$ cat config.mk
export PLATFORM = sky130hd
export DESIGN_NAME = scm_ctrl
export DESIGN_NICKNAME = d
export VERILOG_FILES = /design/src/rtl/scm_pkg.sv /design/src/rtl/scm_scalar_reg.sv /design/src/rtl/scm_seq.sv /design/src/rtl/scm_ctrl.sv
export SDC_FILE = /design/constraint.sdc
export NUM_CORES = 1
export LEC_CHECK = 0
export BUFFER_PORTS_ARGS = -buffer_cell sky130_fd_sc_hd__buf_2
export CORE_MARGIN = 10
export CORE_UTILIZATION = 48
export CTS_CLUSTER_DIAMETER = 100
export DETAILED_ROUTE_END_ITERATION = 10
export GPL_TIMING_DRIVEN = 1
export PLACE_DENSITY_LB_ADDON = 0.25
export SLEW_MARGIN = 15
export SYNTH_ARGS = -nofsm -noshare
export SYNTH_HDL_FRONTEND = slang
export SYNTH_HIERARCHICAL = 1
export SYNTH_SLANG_ARGS = --single-unit
export TNS_END_PERCENT = 5
$ cat constraint.sdc
create_clock -name clk -period 4.92 [get_ports clk]
set_input_delay 0.246 -clock clk [delete_from_list [all_inputs] [get_ports clk]]
set_output_delay 0.246 -clock clk [all_outputs]
set_load 0.02 [all_outputs]
$ cat src/rtl/scm_pkg.sv
// Shared types for the scalar-multiplication controller.
// Assumes: nothing beyond the standard language.
package scm_pkg;
    typedef enum logic [1:0] {
        ST_IDLE = 2'd0,
        ST_STEP = 2'd1,
        ST_WAIT = 2'd2,
        ST_FIN  = 2'd3
    } scm_state_e;

    localparam logic OP_DBL = 1'b0;
    localparam logic OP_ADD = 1'b1;
    localparam logic SRC_ACC  = 1'b0;
    localparam logic SRC_BASE = 1'b1;
endpackage

$ cat src/rtl/scm_scalar_reg.sv
// Captures the scalar on load and serves one bit at the scan index.
// Also clamps the requested length to NMAX and exposes the seed bit
// (bit k-1 of the incoming scalar) for the load cycle.
// Assumes: load is a single-cycle strobe; idx < NMAX.
module scm_scalar_reg #(
    parameter int NMAX = 256,
    parameter int LW   = $clog2(NMAX + 1),
    parameter int IW   = $clog2(NMAX)
) (
    input  logic            clk,
    input  logic            rst_n,
    input  logic            load,
    input  logic [NMAX-1:0] scalar_in,
    input  logic [LW-1:0]   bitlen_in,
    input  logic [IW-1:0]   idx,
    output logic [LW-1:0]   len_c,
    output logic            seed_bit,
    output logic            cur_bit
);
    logic [NMAX-1:0] scalar_q;
    logic [IW-1:0]   top_idx;

    // Clamp the requested length to the storage width.
    always_comb begin
        len_c   = (bitlen_in > LW'(NMAX)) ? LW'(NMAX) : bitlen_in;
        top_idx = IW'(len_c - LW'(1));
        seed_bit = (len_c != '0) ? scalar_in[top_idx] : 1'b0;
    end

    // Hold the scalar for the duration of a run.
    always_ff @(posedge clk) begin
        if (!rst_n)
            scalar_q <= '0;
        else if (load)
            scalar_q <= scalar_in;
    end

    assign cur_bit = scalar_q[idx];
endmodule

$ cat src/rtl/scm_seq.sv
// Sequencer for the double-and-add scan. Tracks whether the
// accumulator is the point at infinity and whether it still equals the
// base point, and issues commands only for nontrivial operations.
// Assumes: the point unit raises unit_done at least one cycle after a
// cmd_valid pulse, exactly once per command.
module scm_seq
    import scm_pkg::*;
#(
    parameter int NMAX = 256,
    parameter int LW   = $clog2(NMAX + 1),
    parameter int IW   = $clog2(NMAX)
) (
    input  logic          clk,
    input  logic          rst_n,
    input  logic          start,
    input  logic [LW-1:0] len_c,
    input  logic          seed_bit,
    input  logic          cur_bit,
    input  logic          unit_done,
    output logic          load,
    output logic [IW-1:0] idx,
    output logic          cmd_valid,
    output logic          cmd_op,
    output logic          cmd_src,
    output logic          busy,
    output logic          done,
    output logic          res_inf,
    output logic          res_base
);
    scm_state_e state;
    logic       dbl_phase;
    logic       q_inf;
    logic       q_base;

    assign load     = start && (state == ST_IDLE);
    assign busy     = (state != ST_IDLE);
    assign done     = (state == ST_FIN);
    assign res_inf  = q_inf;
    assign res_base = q_base;

    // Main scan state machine: seed, double/add decisions, handshake.
    always_ff @(posedge clk) begin
        if (!rst_n) begin
            state     <= ST_IDLE;
            idx       <= '0;
            dbl_phase <= 1'b1;
            q_inf     <= 1'b0;
            q_base    <= 1'b0;
            cmd_valid <= 1'b0;
            cmd_op    <= OP_DBL;
            cmd_src   <= SRC_ACC;
        end else begin
            cmd_valid <= 1'b0;
            case (state)
                ST_IDLE: begin
                    if (start) begin
                        dbl_phase <= 1'b1;
                        if (len_c == '0) begin
                            q_inf  <= 1'b1;
                            q_base <= 1'b0;
                            state  <= ST_FIN;
                        end else begin
                            q_inf  <= ~seed_bit;
                            q_base <= seed_bit;
                            idx    <= IW'(len_c - LW'(2));
                            state  <= (len_c == LW'(1)) ? ST_FIN : ST_STEP;
                        end
                    end
                end
                ST_STEP: begin
                    if (dbl_phase) begin
                        if (q_inf) begin
                            dbl_phase <= 1'b0;
                        end else begin
                            cmd_valid <= 1'b1;
                            cmd_op    <= OP_DBL;
                            cmd_src   <= q_base ? SRC_BASE : SRC_ACC;
                            state     <= ST_WAIT;
                        end
                    end else if (cur_bit && !q_inf) begin
                        cmd_valid <= 1'b1;
                        cmd_op    <= OP_ADD;
                        cmd_src   <= SRC_ACC;
                        state     <= ST_WAIT;
                    end else begin
                        if (cur_bit) begin
                            q_inf  <= 1'b0;
                            q_base <= 1'b1;
                        end
                        dbl_phase <= 1'b1;
                        if (idx == '0) state <= ST_FIN;
                        else           idx   <= idx - IW'(1);
                    end
                end
                ST_WAIT: begin
                    if (unit_done) begin
                        q_base <= 1'b0;
                        if (dbl_phase) begin
                            dbl_phase <= 1'b0;
                            state     <= ST_STEP;
                        end else begin
                            dbl_phase <= 1'b1;
                            if (idx == '0) begin
                                state <= ST_FIN;
                            end else begin
                                idx   <= idx - IW'(1);
                                state <= ST_STEP;
                            end
                        end
                    end
                end
                default: state <= ST_IDLE;
            endcase
        end
    end

    // the unit never receives work while the accumulator is O.
    assert_no_cmd_on_inf_R4: assert property (@(posedge clk) disable iff (!rst_n)
        cmd_valid |-> !res_inf);

    // additions always take the accumulator as the Q operand.
    assert_add_uses_acc_R5: assert property (@(posedge clk) disable iff (!rst_n)
        (cmd_valid && cmd_op == OP_ADD) |-> (cmd_src == SRC_ACC));

    // a command is a single-cycle pulse.
    assert_cmd_pulse_R6: assert property (@(posedge clk) disable iff (!rst_n)
        cmd_valid |=> !cmd_valid);

    // no second command until the unit answered.
    assert_wait_for_unit_R6: assert property (@(posedge clk) disable iff (!rst_n)
        (cmd_valid && !unit_done) |=> !cmd_valid);

    // done lasts one cycle and is followed by idle.
    assert_done_pulse_R10: assert property (@(posedge clk) disable iff (!rst_n)
        done |=> (!done && !busy));

    // a run in progress stays busy until done, whatever start does.
    assert_stay_busy_R8: assert property (@(posedge clk) disable iff (!rst_n)
        (busy && !done) |=> busy);

    // the result is never flagged as both O and P.
    assert_flags_exclusive_R3: assert property (@(posedge clk) disable iff (!rst_n)
        !(res_inf && res_base));
endmodule

$ cat src/rtl/scm_ctrl.sv
// Top of the binary scalar-multiplication controller: scalar capture
// plus the double-and-add sequencer driving an external point unit.
// Assumes: the point unit keeps the accumulator and knows the base point.
module scm_ctrl #(
    parameter int NMAX = 256,
    parameter int LW   = $clog2(NMAX + 1),
    parameter int IW   = $clog2(NMAX)
) (
    input  logic            clk,
    input  logic            rst_n,
    input  logic            start,
    input  logic [NMAX-1:0] scalar,
    input  logic [LW-1:0]   bitlen,
    input  logic            unit_done,
    output logic            cmd_valid,
    output logic            cmd_op,
    output logic            cmd_src,
    output logic            busy,
    output logic            done,
    output logic            res_inf,
    output logic            res_base
);
    logic          load;
    logic [IW-1:0] idx;
    logic [LW-1:0] len_c;
    logic          seed_bit;
    logic          cur_bit;

    scm_scalar_reg #(.NMAX(NMAX), .LW(LW), .IW(IW)) u_sreg (
        .clk       (clk),
        .rst_n     (rst_n),
        .load      (load),
        .scalar_in (scalar),
        .bitlen_in (bitlen),
        .idx       (idx),
        .len_c     (len_c),
        .seed_bit  (seed_bit),
        .cur_bit   (cur_bit)
    );

    scm_seq #(.NMAX(NMAX), .LW(LW), .IW(IW)) u_seq (
        .clk       (clk),
        .rst_n     (rst_n),
        .start     (start),
        .len_c     (len_c),
        .seed_bit  (seed_bit),
        .cur_bit   (cur_bit),
        .unit_done (unit_done),
        .load      (load),
        .idx       (idx),
        .cmd_valid (cmd_valid),
        .cmd_op    (cmd_op),
        .cmd_src   (cmd_src),
        .busy      (busy),
        .done      (done),
        .res_inf   (res_inf),
        .res_base  (res_base)
    );
endmodule

==> flow_summary_export.csv, run 1 <==
group,metric,value,unit
status,run_status,"completed",
final_layout,stdcell_area,20400,um^2
floorplanning,num_io_pins,276,
clocking,cts.repair.resized,0,
place,number_of_buffer_cells_added_on_primary_ports,275,
worst_setup_path,reg2reg_capture_point,"u_seq/idx[0]",
final_layout,multi_input_comb_area,9300,um^2
drt,detail-route-antenna-nets,0,
logic_synthesis,postSynthAreaPerCell,10.3,um^2
final_layout,seqCellArea,5450,um^2
place,cell_area_after_placement,17000,um^2
worst_setup_path,crit_path_capture_type,"flip-flop",
clocking,cts_hold_buffers,243,
logic_synthesis,yosys_warnings,6,
worst_setup_path,worst-endpoint-required,5.42,ns
logic_synthesis,synthTopCellsByArea,"sky130_fd_sc_hd__dfxtp_1 (36%), sky130_fd_sc_hd__mux2i_1 (19%), sky130_fd_sc_hd__mux4_2 (16%)",
worst_setup_path,critical_path.most_common_cell,"sky130_fd_sc_hd__a21oi_1",
worst_hold_path,min_path_type,"in -> reg",
logic_synthesis,synth_top_cells_by_count,"sky130_fd_sc_hd__mux2i_1 (285), sky130_fd_sc_hd__dfxtp_1 (272), sky130_fd_sc_hd__nor2b_1 (268)",
drt,vias_per_cell,5.79,
logic_synthesis,synth-main-ff-cell,"sky130_fd_sc_hd__dfxtp_1",
worst_hold_path,worst_hold_path.num_cells,3,
place,placement.setup.worst_slack,0.780,ns
clocking,cts_setup_buffers,0,
worst_setup_path,critPathCapture,"u_seq/idx[0]",
drt,average_wire_per_standard_cell,22.8,um
worst_setup_path,worstSetupPathDepth,12,
sta,timing.final.crit_period,4.11,ns
worst_setup_path,path_class,"reg -> reg",
sta,setup_violations,0,
place,place_hpwl,35300,um
logic_synthesis,synth-seq-cells,272,
global_routing,overflow,0,
place,place.gp.congestion,0.895,
clocking,buffers_from_clock_root_to_sink_at_most,3,
clocking,clk_pin_slew_worst_paths,0.06,ns
worst_setup_path,critical_path.reg2reg.startpoint,"u_seq/idx[0]",
global_routing,grt_start_max_net_pins,174,
clocking,worst_skew_pair_later_pin_latency,0.58,ns
worst_setup_path,worst-path-max-fanout,31,
global_routing,grt_pass1_wl,82000,um
drt,drt_first_iter_violations,1246,
sta,rsz0062_at_grt,"false",
drt,route.vias.total,13672,
worst_setup_path,r2r.worst_path.cells,12,
worst_setup_path,arrival,4.61,ns
clocking,cts-buffers-inserted,31,
worst_setup_path,critical_path.startpoint_type,"flip-flop",
logic_synthesis,yosysMostFrequentCell,"sky130_fd_sc_hd__mux2i_1",
global_routing,antenna_found_initial,5,
final_layout,flow.area_growth_from_synthesis,34.2,%
floorplanning,die_y,198,um
power,pwrdens,421,nW/um^2
sta,timing.final.ws_setup,0.807,ns
worst_setup_path,timing.critical_path.slowest_cell_delay,0.76,ns
worst_setup_path,worstPathCellList,"buf_4 -> mux4_2 -> mux4_2 -> a22oi_1 -> a21oi_1 -> a21oi_1 -> a21oi_1 -> nor2b_1 -> o21ai_2 -> nand4_4 -> or3_1 -> a21oi_1",
floorplanning,floorplan.initialDensity,48.4,%
logic_synthesis,synth.yosys.seq_area_share,35.7,%
drt,wl,53900,um
power,leakagePower,0.00827,uW
final_layout,final_layout_net_count,2210,
worst_setup_path,reg2reg_slack,0.81,ns
clocking,htreeDepth,1,
power,power.ir.vdd_worst,0.285,mV
sta,slew_headroom,27.2,%
floorplanning,core_area,31500,um^2
floorplanning,die-area,39300,um^2
final_layout,drive_gt1_share,24.6,%
drt,dr.pass1.iters,5,
clocking,ctsRootBufferMaster,"sky130_fd_sc_hd__clkbuf_16",
sta,hold_ws,0.00375,ns
logic_synthesis,synth_async_sr_flop_share,0,%
sta,number_of_pins_exceeding_their_max_slew_limit_in_the_final_report,0,
clocking,cts_tree,"done",
global_routing,via_count_of_the_first_global_routing_pass,14019,
worst_setup_path,path_buf_inv,1,
sta,achievable_freq,243,MHz
final_layout,num-fill-cells,2372,
sta,fin_crit_sh,83.6,%
logic_synthesis,synth_top_cell_area_share,35.7,%
logic_synthesis,synth.largest_area_cell,"sky130_fd_sc_hd__dfxtp_1",
sta,setup_tns,0,ns
floorplanning,placement_rows,65,
floorplanning,die_w,198,um
sta,tightestPinTransition,1.09,ns
sta,final_report_hold_violation_count,0,
worst_setup_path,setup.worst_path.start,"u_seq/idx[0]",
clocking,cts_num_sinks,272,
job,cap_violations,0,
worst_setup_path,cp_top_family,"multiplexers",
logic_synthesis,post_synth_inst_count,1476,
logic_synthesis,yosys.cell_types.count,60,
global_routing,globalRouteTotalUtil,26.6,%
logic_synthesis,synth.cell_area,15200,um^2
sta,layout_skew,0.0210,ns
logic_synthesis,mappedNetlistNets,1753,
worst_setup_path,critical-path-slowest-cell,"sky130_fd_sc_hd__dfxtp_4",
drt,drc,0,
logic_synthesis,synth_enable_flop_cells,0,
## stage by stage
| step | instances | power, uW | util, % |
|---|---|---|---|
| after CTS | 2357 | 8560 | 64.9 |
| after global placement | 2059 | 5970 | 53.9 |
| after floorplan | 1476 | 5210 | - |
| final | 2363 | 8610 | 65.0 |
| after global routing | 2361 | 8980 | 64.9 |
| after detailed placement | 2059 | 6030 | 53.9 |
## kinds of logic after synthesis
group	after synthesis	share of synthesized area [%]
XOR/XNOR	10	0.624
multiplexers	391	34.4
flip-flops	272	35.7
AND/OR/NAND/NOR	554	19.9
buffers and inverters	139	3.78
AO/OA/AOI/OAI	102	4.85
adder cells (fa/ha/maj)	8	0.657
## worst min path at each step
stage	startpoint	to	slack, ns
4_1_cts	scalar[94]	u_sreg/scalar_q[94]	0.0005
3_3_place_gp	u_seq/cmd_src	u_seq/cmd_src	0.45
6_report	scalar[124]	u_sreg/scalar_q[124]	0.004
5_1_grt	scalar[124]	u_sreg/scalar_q[124]	0.001
2_1_floorplan	scalar[102]	u_sreg/scalar_q[102]	0.42
3_5_place_dp	u_seq/cmd_src	u_seq/cmd_src	0.46
## layer usage
metal	vias up	track usage, %	wire, um
li1	6238	-	-
met1	6662	33.4	22100
met2	631	43.4	25600
met3	141	5.38	3960
met4	0	11.3	2200
met5	-	0	0
## tightest hold or removal path, delay by kind of cell
family        cells  cell delay (ns)
simple gates      1             0.12
buf+inv           1             0.09
mux               1             0.07
## power by group
part	internal (uW)	switching, uW	leakage [uW]
clock network	1440	948	0.000518
registers	2630	421	0.00224
logic	1600	1570	0.00551
total	5680	2940	0.00827
## layout by cell type (no fill, tap or decap), types with 7 or more instances in the layout
| cell type | synthesis | final |
|---|---|---|
| sky130_fd_sc_hd__mux2i_1 | 285 | 280 |
| sky130_fd_sc_hd__buf_2 | 25 | 274 |
| sky130_fd_sc_hd__dfxtp_1 | 272 | 269 |
| sky130_fd_sc_hd__nor2b_1 | 268 | 267 |
| sky130_fd_sc_hd__dlygate4sd3_1 | 0 | 243 |
| sky130_fd_sc_hd__nand2_1 | 146 | 146 |
| sky130_fd_sc_hd__mux4_2 | 106 | 106 |
| sky130_fd_sc_hd__nand3_1 | 52 | 52 |
| sky130_fd_sc_hd__clkbuf_16 | 0 | 31 |
| sky130_fd_sc_hd__buf_4 | 2 | 22 |
| sky130_fd_sc_hd__nor2_1 | 23 | 22 |
| sky130_fd_sc_hd__a21oi_1 | 21 | 21 |
| sky130_fd_sc_hd__nand4_1 | 20 | 20 |
| sky130_fd_sc_hd__a32oi_1 | 19 | 19 |
| sky130_fd_sc_hd__inv_1 | 17 | 17 |
| sky130_fd_sc_hd__clkbuf_8 | 0 | 9 |
| sky130_fd_sc_hd__o21ai_0 | 9 | 9 |
| sky130_fd_sc_hd__nor3_1 | 8 | 8 |
| sky130_fd_sc_hd__a31oi_1 | 8 | 8 |
| sky130_fd_sc_hd__ha_1 | 8 | 8 |
| sky130_fd_sc_hd__a22oi_1 | 8 | 8 |
| sky130_fd_sc_hd__clkbuf_1 | 66 | 7 |
## layout make-up
cell class                 count  share of cell area, %
antenna                        6                 0.0734
clock buffer                  47                   4.53
clock inverter                 8                  0.581
inverter                      19                  0.355
multi-input combinational   1065                   45.5
sequential                   272                   26.7
tap                          402                   2.46
timing repair buffer         544                   19.9
## flip-flops by register name, indices dropped and copies added, names as in the netlist
| register | cells |
|---|---|
| u_sreg/scalar_q | 256 |
| u_seq/idx | 8 |
| u_seq/state | 2 |
| u_seq/cmd_op | 1 |
| u_seq/cmd_src | 1 |
| u_seq/cmd_valid | 1 |
| u_seq/dbl_phase | 1 |
| u_seq/res_base | 1 |
| u_seq/res_inf | 1 |
Note: power is estimated with default switching activity, not from simulation.
==> run 2: changes to the inputs <==
==> constraint.sdc (replaced) <==
create_clock -name clk -period 4.2 [get_ports clk]
set_input_delay 0.21 -clock clk [delete_from_list [all_inputs] [get_ports clk]]
set_output_delay 0.21 -clock clk [all_outputs]
set_load 0.02 [all_outputs]
==> flow_summary_export.csv, run 2 (synthesized netlist as in run 1, its figures left out) <==
group,metric,value,unit
clocking,worst_skew_pair_later_pin_latency,0.58,ns
place,place_hpwl,36300,um
worst_setup_path,arrival,4.31,ns
global_routing,via_count_of_the_first_global_routing_pass,14448,
drt,drt_first_iter_violations,1541,
floorplanning,die_y,198,um
floorplanning,die-area,39300,um^2
global_routing,grt_max_usage_layer,"met2",
job,cap_violations,0,
drt,dr.pass1.iters,7,
global_routing,overflow,0,
drt,average_wire_per_standard_cell,23.5,um
sta,hold_ws,0.127,ns
clocking,cts-buffers-inserted,31,
floorplanning,floorplan.initialDensity,48.4,%
sta,slew_headroom,34.4,%
sta,setup_violations,0,
worst_hold_path,min_path_type,"in -> reg",
drt,route.vias.total,13836,
final_layout,largest_register_ff_count,256,
place,place.gp.congestion,0.905,
clocking,cts_setup_buffers,0,
global_routing,grt_pass1_wl,85800,um
clocking,cts_tree,"done",
sta,tightestPinTransition,0.984,ns
sta,fin_crit_sh,91.2,%
sta,rsz0062_at_grt,"false",
worst_setup_path,timing.critical_path.slowest_cell_delay,0.56,ns
global_routing,grt_start_max_net_pins,156,
worst_setup_path,path_class,"reg -> reg",
global_routing,antenna_found_initial,4,
final_layout,final_common_cell,"sky130_fd_sc_hd__mux2i_1",
worst_setup_path,path_buf_inv,1,
floorplanning,num_io_pins,276,
worst_setup_path,critical-path-slowest-cell,"sky130_fd_sc_hd__mux4_2",
clocking,htreeDepth,1,
place,cell_area_after_placement,17100,um^2
drt,vias_per_cell,5.79,
sta,achievable_freq,261,MHz
sta,layout_skew,0.0248,ns
final_layout,final_layout_net_count,2233,
sta,timing.final.crit_period,3.83,ns
final_layout,reg_top3,"u_sreg/scalar_q x256, u_seq/idx x8, u_seq/state x2",
power,power.ir.vdd_worst,0.338,mV
drt,detail-route-antenna-nets,0,
global_routing,globalRouteTotalUtil,27.7,%
final_layout,stdcell_area,20800,um^2
final_layout,most_used_cells_in_the_layout_excluding_fill_and_tap_cells,"sky130_fd_sc_hd__mux2i_1 (280), sky130_fd_sc_hd__buf_2 (274), sky130_fd_sc_hd__dfxtp_1 (269)",
worst_setup_path,worstPathCellList,"buf_12 -> mux4_2 -> mux4_2 -> a22oi_1 -> nand2_1 -> a211oi_1 -> a21oi_1 -> nor2b_1 -> o21ai_2 -> nand4_4 -> or3_1 -> a21oi_1",
global_routing,met2_capacity_usage_during_global_routing,45.1,%
worst_setup_path,worst-path-max-fanout,17,
global_routing,met1_usage,35.2,%
floorplanning,core_area,31500,um^2
clocking,buffers_from_clock_root_to_sink_at_most,3,
sta,setup_tns,0,ns
power,pwrdens,499,nW/um^2
final_layout,flow.area_growth_from_synthesis,36.8,%
final_layout,largest_register,"u_sreg/scalar_q",
floorplanning,placement_rows,65,
sta,number_of_pins_exceeding_their_max_slew_limit_in_the_final_report,0,
final_layout,drive_gt1_share,24.9,%
status,run_status,"completed",
worst_setup_path,critical_path.startpoint_type,"flip-flop",
clocking,ctsRootBufferMaster,"sky130_fd_sc_hd__clkbuf_16",
drt,drc,0,
clocking,clk_pin_slew_worst_paths,0.06,ns
worst_setup_path,worst-endpoint-required,4.68,ns
worst_setup_path,reg2reg_slack,0.37,ns
power,leakagePower,0.00844,uW
global_routing,global_route.usage.met3,5.57,%
worst_setup_path,cp_top_family,"multiplexers",
sta,final_report_hold_violation_count,0,
floorplanning,die_w,198,um
worst_setup_path,crit_path_capture_type,"flip-flop",
place,number_of_buffer_cells_added_on_primary_ports,275,
drt,wl,56000,um
clocking,cts_num_sinks,272,
[run 2: area by class of cell]
| class | count | area, um^2 |
|---|---|---|
| diodes | 6 | 15.0 |
| clock buffers | 47 | 937 |
| clock inverters | 11 | 198 |
| fillers | 2325 | 10600 |
| inverters | 19 | 72.6 |
| multi-input cells | 1065 | 9300 |
| flip-flops and latches | 272 | 5450 |
| well taps | 402 | 503 |
| repair buffers | 567 | 4370 |
[run 2: worst paths after layout]
kind | startpoint | endpoint | depth (start not counted)
max | u_seq/idx[0] | u_seq/idx[0] | 12
min | start | u_seq/res_inf | 5
max reg2reg | u_seq/idx[0] | u_seq/idx[0] | 12
min reg2reg | u_seq/cmd_src | u_seq/cmd_src | 2
[run 2: report_power, final]
group          switching [uW]  internal [uW]  leakage (uW)  total [uW]
Sequential                416           3090       0.00224        3500
Combinational            1970           1940       0.00565        3910
Clock                    1140           1840      0.000556        2980
[run 2: timing repair]
item | CTS | global route
hold buffers | 256 | 0
endpoints found under the hold margin | 256 | 0
resized for setup | 0 | 0
endpoints found under the setup margin | 0 | 0
[run 2: worst register-to-register path, cell delays in order, from the launching register on]
cell                       delay [ns]
sky130_fd_sc_hd__dfxtp_4         0.52
sky130_fd_sc_hd__buf_12          0.23
sky130_fd_sc_hd__mux4_2          0.57
sky130_fd_sc_hd__mux4_2          0.53
sky130_fd_sc_hd__a22oi_1         0.18
sky130_fd_sc_hd__nand2_1         0.08
sky130_fd_sc_hd__a211oi_1        0.23
sky130_fd_sc_hd__a21oi_1         0.14
sky130_fd_sc_hd__nor2b_1         0.19
sky130_fd_sc_hd__o21ai_2         0.26
sky130_fd_sc_hd__nand4_4         0.27
sky130_fd_sc_hd__or3_1           0.42
sky130_fd_sc_hd__a21oi_1         0.13
[run 2: routing by layer]
layer  wire length (um)  vias to the layer above
met3               4640                      169
li1                   -                     6288
met2              26500                      740
met1              22500                     6639
met4               2430                        0
met5                  0                        -
[run 2: stage by stage]
stage | worst slack, ns | utilization [%] | power [uW] | cells
global route | 0.199 | 66.2 | 10800 | 2387
floorplan | 0.441 | - | 6100 | 1476
CTS | 0.398 | 66.2 | 10300 | 2383
detailed placement | 0.384 | 54.4 | 7140 | 2069
global placement | 0.449 | 54.4 | 7080 | 2069
finish | 0.369 | 66.2 | 10400 | 2389
==> run 3: changes to the inputs <==
--- a/config.mk
+++ b/config.mk
@@ -6,6 +6,7 @@
 export NUM_CORES = 1
 export LEC_CHECK = 0
 export BUFFER_PORTS_ARGS = -buffer_cell sky130_fd_sc_hd__buf_2
+export CORE_ASPECT_RATIO = 0.75
 export CORE_MARGIN = 10
 export CORE_UTILIZATION = 48
 export CTS_CLUSTER_DIAMETER = 100
==> flow_summary_export.csv, run 3 (synthesized netlist as in run 1, its figures left out) <==
group,metric,value,unit
status,run_status,"completed",
worst_setup_path,worstPathCellList,"buf_12 -> mux4_2 -> mux4_2 -> a22oi_1 -> nand2_1 -> a21oi_1 -> a21oi_1 -> nor2b_1 -> o21ai_2 -> nand4_4 -> or3_1 -> a21oi_1",
clocking,cts-buffers-inserted,29,
floorplanning,die_y,174,um
final_layout,stdcell_area,20700,um^2
worst_setup_path,critical_path.reg2reg.startpoint,"u_seq/idx[0]",
clocking,cts_num_sinks,272,
floorplanning,core_area,31300,um^2
worst_hold_path,timing.hold.worst.start,"rst_n",
clocking,cts_hold_buffers,256,
worst_setup_path,cp_top_family,"multiplexers",
worst_setup_path,worst-path-max-fanout,24,
clocking,buffers_from_clock_root_to_sink_at_most,3,
place,place_hpwl,36300,um
sta,achievable_freq,256,MHz
sta,fin_crit_sh,93.1,%
final_layout,instances_no_fill,2391,
sta,final_report_hold_violation_count,0,
worst_setup_path,worst-endpoint-required,4.70,ns
sta,number_of_pins_exceeding_their_max_slew_limit_in_the_final_report,0,
global_routing,via_count_of_the_first_global_routing_pass,14315,
sta,setup_violations,0,
floorplanning,die-area,39300,um^2
final_layout,final_layout_net_count,2229,
job,cap_violations,0,
final_layout,final_common_cell,"sky130_fd_sc_hd__mux2i_1",
clocking,clk_pin_slew_worst_paths,0.07,ns
floorplanning,num_io_pins,276,
global_routing,grt_start_max_net_pins,111,
floorplanning,die_w,226,um
clocking,htreeDepth,1,
sta,rsz0062_at_grt,"false",
final_layout,reg_top3,"u_sreg/scalar_q x256, u_seq/idx x8, u_seq/state x2",
clocking,worst_skew_pair_later_pin_latency,0.58,ns
global_routing,antenna_found_initial,9,
worst_setup_path,crit_path_capture_type,"flip-flop",
clocking,cts_setup_buffers,0,
clocking,cts.repair.resized,0,
final_layout,flow.area_growth_from_synthesis,35.8,%
worst_setup_path,path_class,"reg -> reg",
clocking,ctsRootBufferMaster,"sky130_fd_sc_hd__clkbuf_16",
worst_setup_path,critical_path.most_common_cell,"sky130_fd_sc_hd__a21oi_1",
floorplanning,floorplan.initialDensity,48.8,%
final_layout,largest_register,"u_sreg/scalar_q",
power,totalPowerFinal,10100,uW
global_routing,globalRouteTotalUtil,27.4,%
place,number_of_buffer_cells_added_on_primary_ports,275,
drt,vias_per_cell,5.77,
worst_setup_path,critical_path.startpoint_type,"flip-flop",
sta,tightestPinTransition,0.948,ns
worst_setup_path,timing.critical_path.slowest_cell_delay,0.57,ns
final_layout,largest_register_ff_count,256,
power,leakagePower,0.00836,uW
worst_setup_path,path_buf_inv,1,
power,pwrdens,489,nW/um^2
drt,route.vias.total,13808,
drt,average_wire_per_standard_cell,23.1,um
sta,timing.final.crit_period,3.91,ns
global_routing,grt_pass1_wl,85400,um
global_routing,overflow,0,
sta,layout_skew,0.0169,ns
worst_setup_path,critical-path-slowest-cell,"sky130_fd_sc_hd__dfxtp_4",
final_layout,most_used_cells_in_the_layout_excluding_fill_and_tap_cells,"sky130_fd_sc_hd__mux2i_1 (280), sky130_fd_sc_hd__buf_2 (274), sky130_fd_sc_hd__dfxtp_1 (269)",
drt,wl,55300,um
place,cell_area_after_placement,17100,um^2
worst_hold_path,min_path_type,"in -> reg",
worst_setup_path,arrival,4.41,ns
sta,setup_tns,0,ns
sta,hold_ws,0.102,ns
drt,drc,0,
worst_setup_path,setup.worst_path.start,"u_seq/idx[0]",
drt,dr.pass1.iters,9,
clocking,cts_tree,"done",
drt,drt_first_iter_violations,1362,
floorplanning,placement_rows,56,
drt,detail-route-antenna-nets,0,
place,place.gp.congestion,0.886,
sta,slew_headroom,36.8,%
power,power.ir.vdd_worst,0.329,mV
place,dp_cells,2071,
final_layout,drive_gt1_share,24.8,%
run 3: cell count changes in the layout (fill, tap and decap cells not counted), sizes merged:
cell    before  now
buf        311  309
diode        6   10
bufinv       5    3
inv         19   20
clkbuf      47   41
clkinv       5    8
run 3: per-stage QoR:
stage	utilization (%)	setup slack [ns]
3_3_place_gp	54.7	0.406
3_5_place_dp	54.7	0.343
6_report	66.2	0.288
5_1_grt	66.2	0.0727
2_1_floorplan	-	0.441
4_1_cts	66.1	0.312
run 3: report_power, final:
| part | total, uW | internal (uW) | switching [uW] |
|---|---|---|---|
| clock network | 2720 | 1590 | 1130 |
| logic | 3870 | 1930 | 1940 |
| registers | 3510 | 3090 | 428 |
| total | 10100 | 6600 | 3510 |
run 3: per-layer routing:
layer | GRT usage (%) | part of all wire, % | routed length [um] | vias to the layer above
met3 | 5.72 | 8.0 | 4450 | 117
met1 | 35.6 | 41 | 22900 | 6722
met5 | 0 | 0 | 0 | -
li1 | - | - | - | 6291
met2 | 44.4 | 48 | 26300 | 678
met4 | 9.58 | 3.0 | 1680 | 0
run 3: final timing paths:
| check | endpoint | slack, ns | cells past startpoint |
|---|---|---|---|
| max | u_seq/idx[0] | 0.29 | 12 |
| min reg2reg | u_seq/cmd_src | 0.46 | 2 |
| max reg2reg | u_seq/idx[0] | 0.29 | 12 |
| min | u_sreg/scalar_q[74] | 0.10 | 2 |
run 3: worst reg2reg max path: cells and delay by family, from the launching register on:
kind,cells,cell delay (ns)
buf+inv,1,0.28
mux,2,1.09
compound gates,5,0.90
simple gates,4,0.99
flops,1,0.57
run 3: layout make-up:
| type | count | area [um^2] |
|---|---|---|
| clock buffers | 41 | 841 |
| multi-input cells | 1065 | 9300 |
| diodes | 10 | 25.0 |
| clock inverters | 13 | 164 |
| flip-flops and latches | 272 | 5450 |
| fillers | 2376 | 10600 |
| repair buffers | 565 | 4330 |
| inverters | 19 | 72.6 |
| well taps | 406 | 508 |
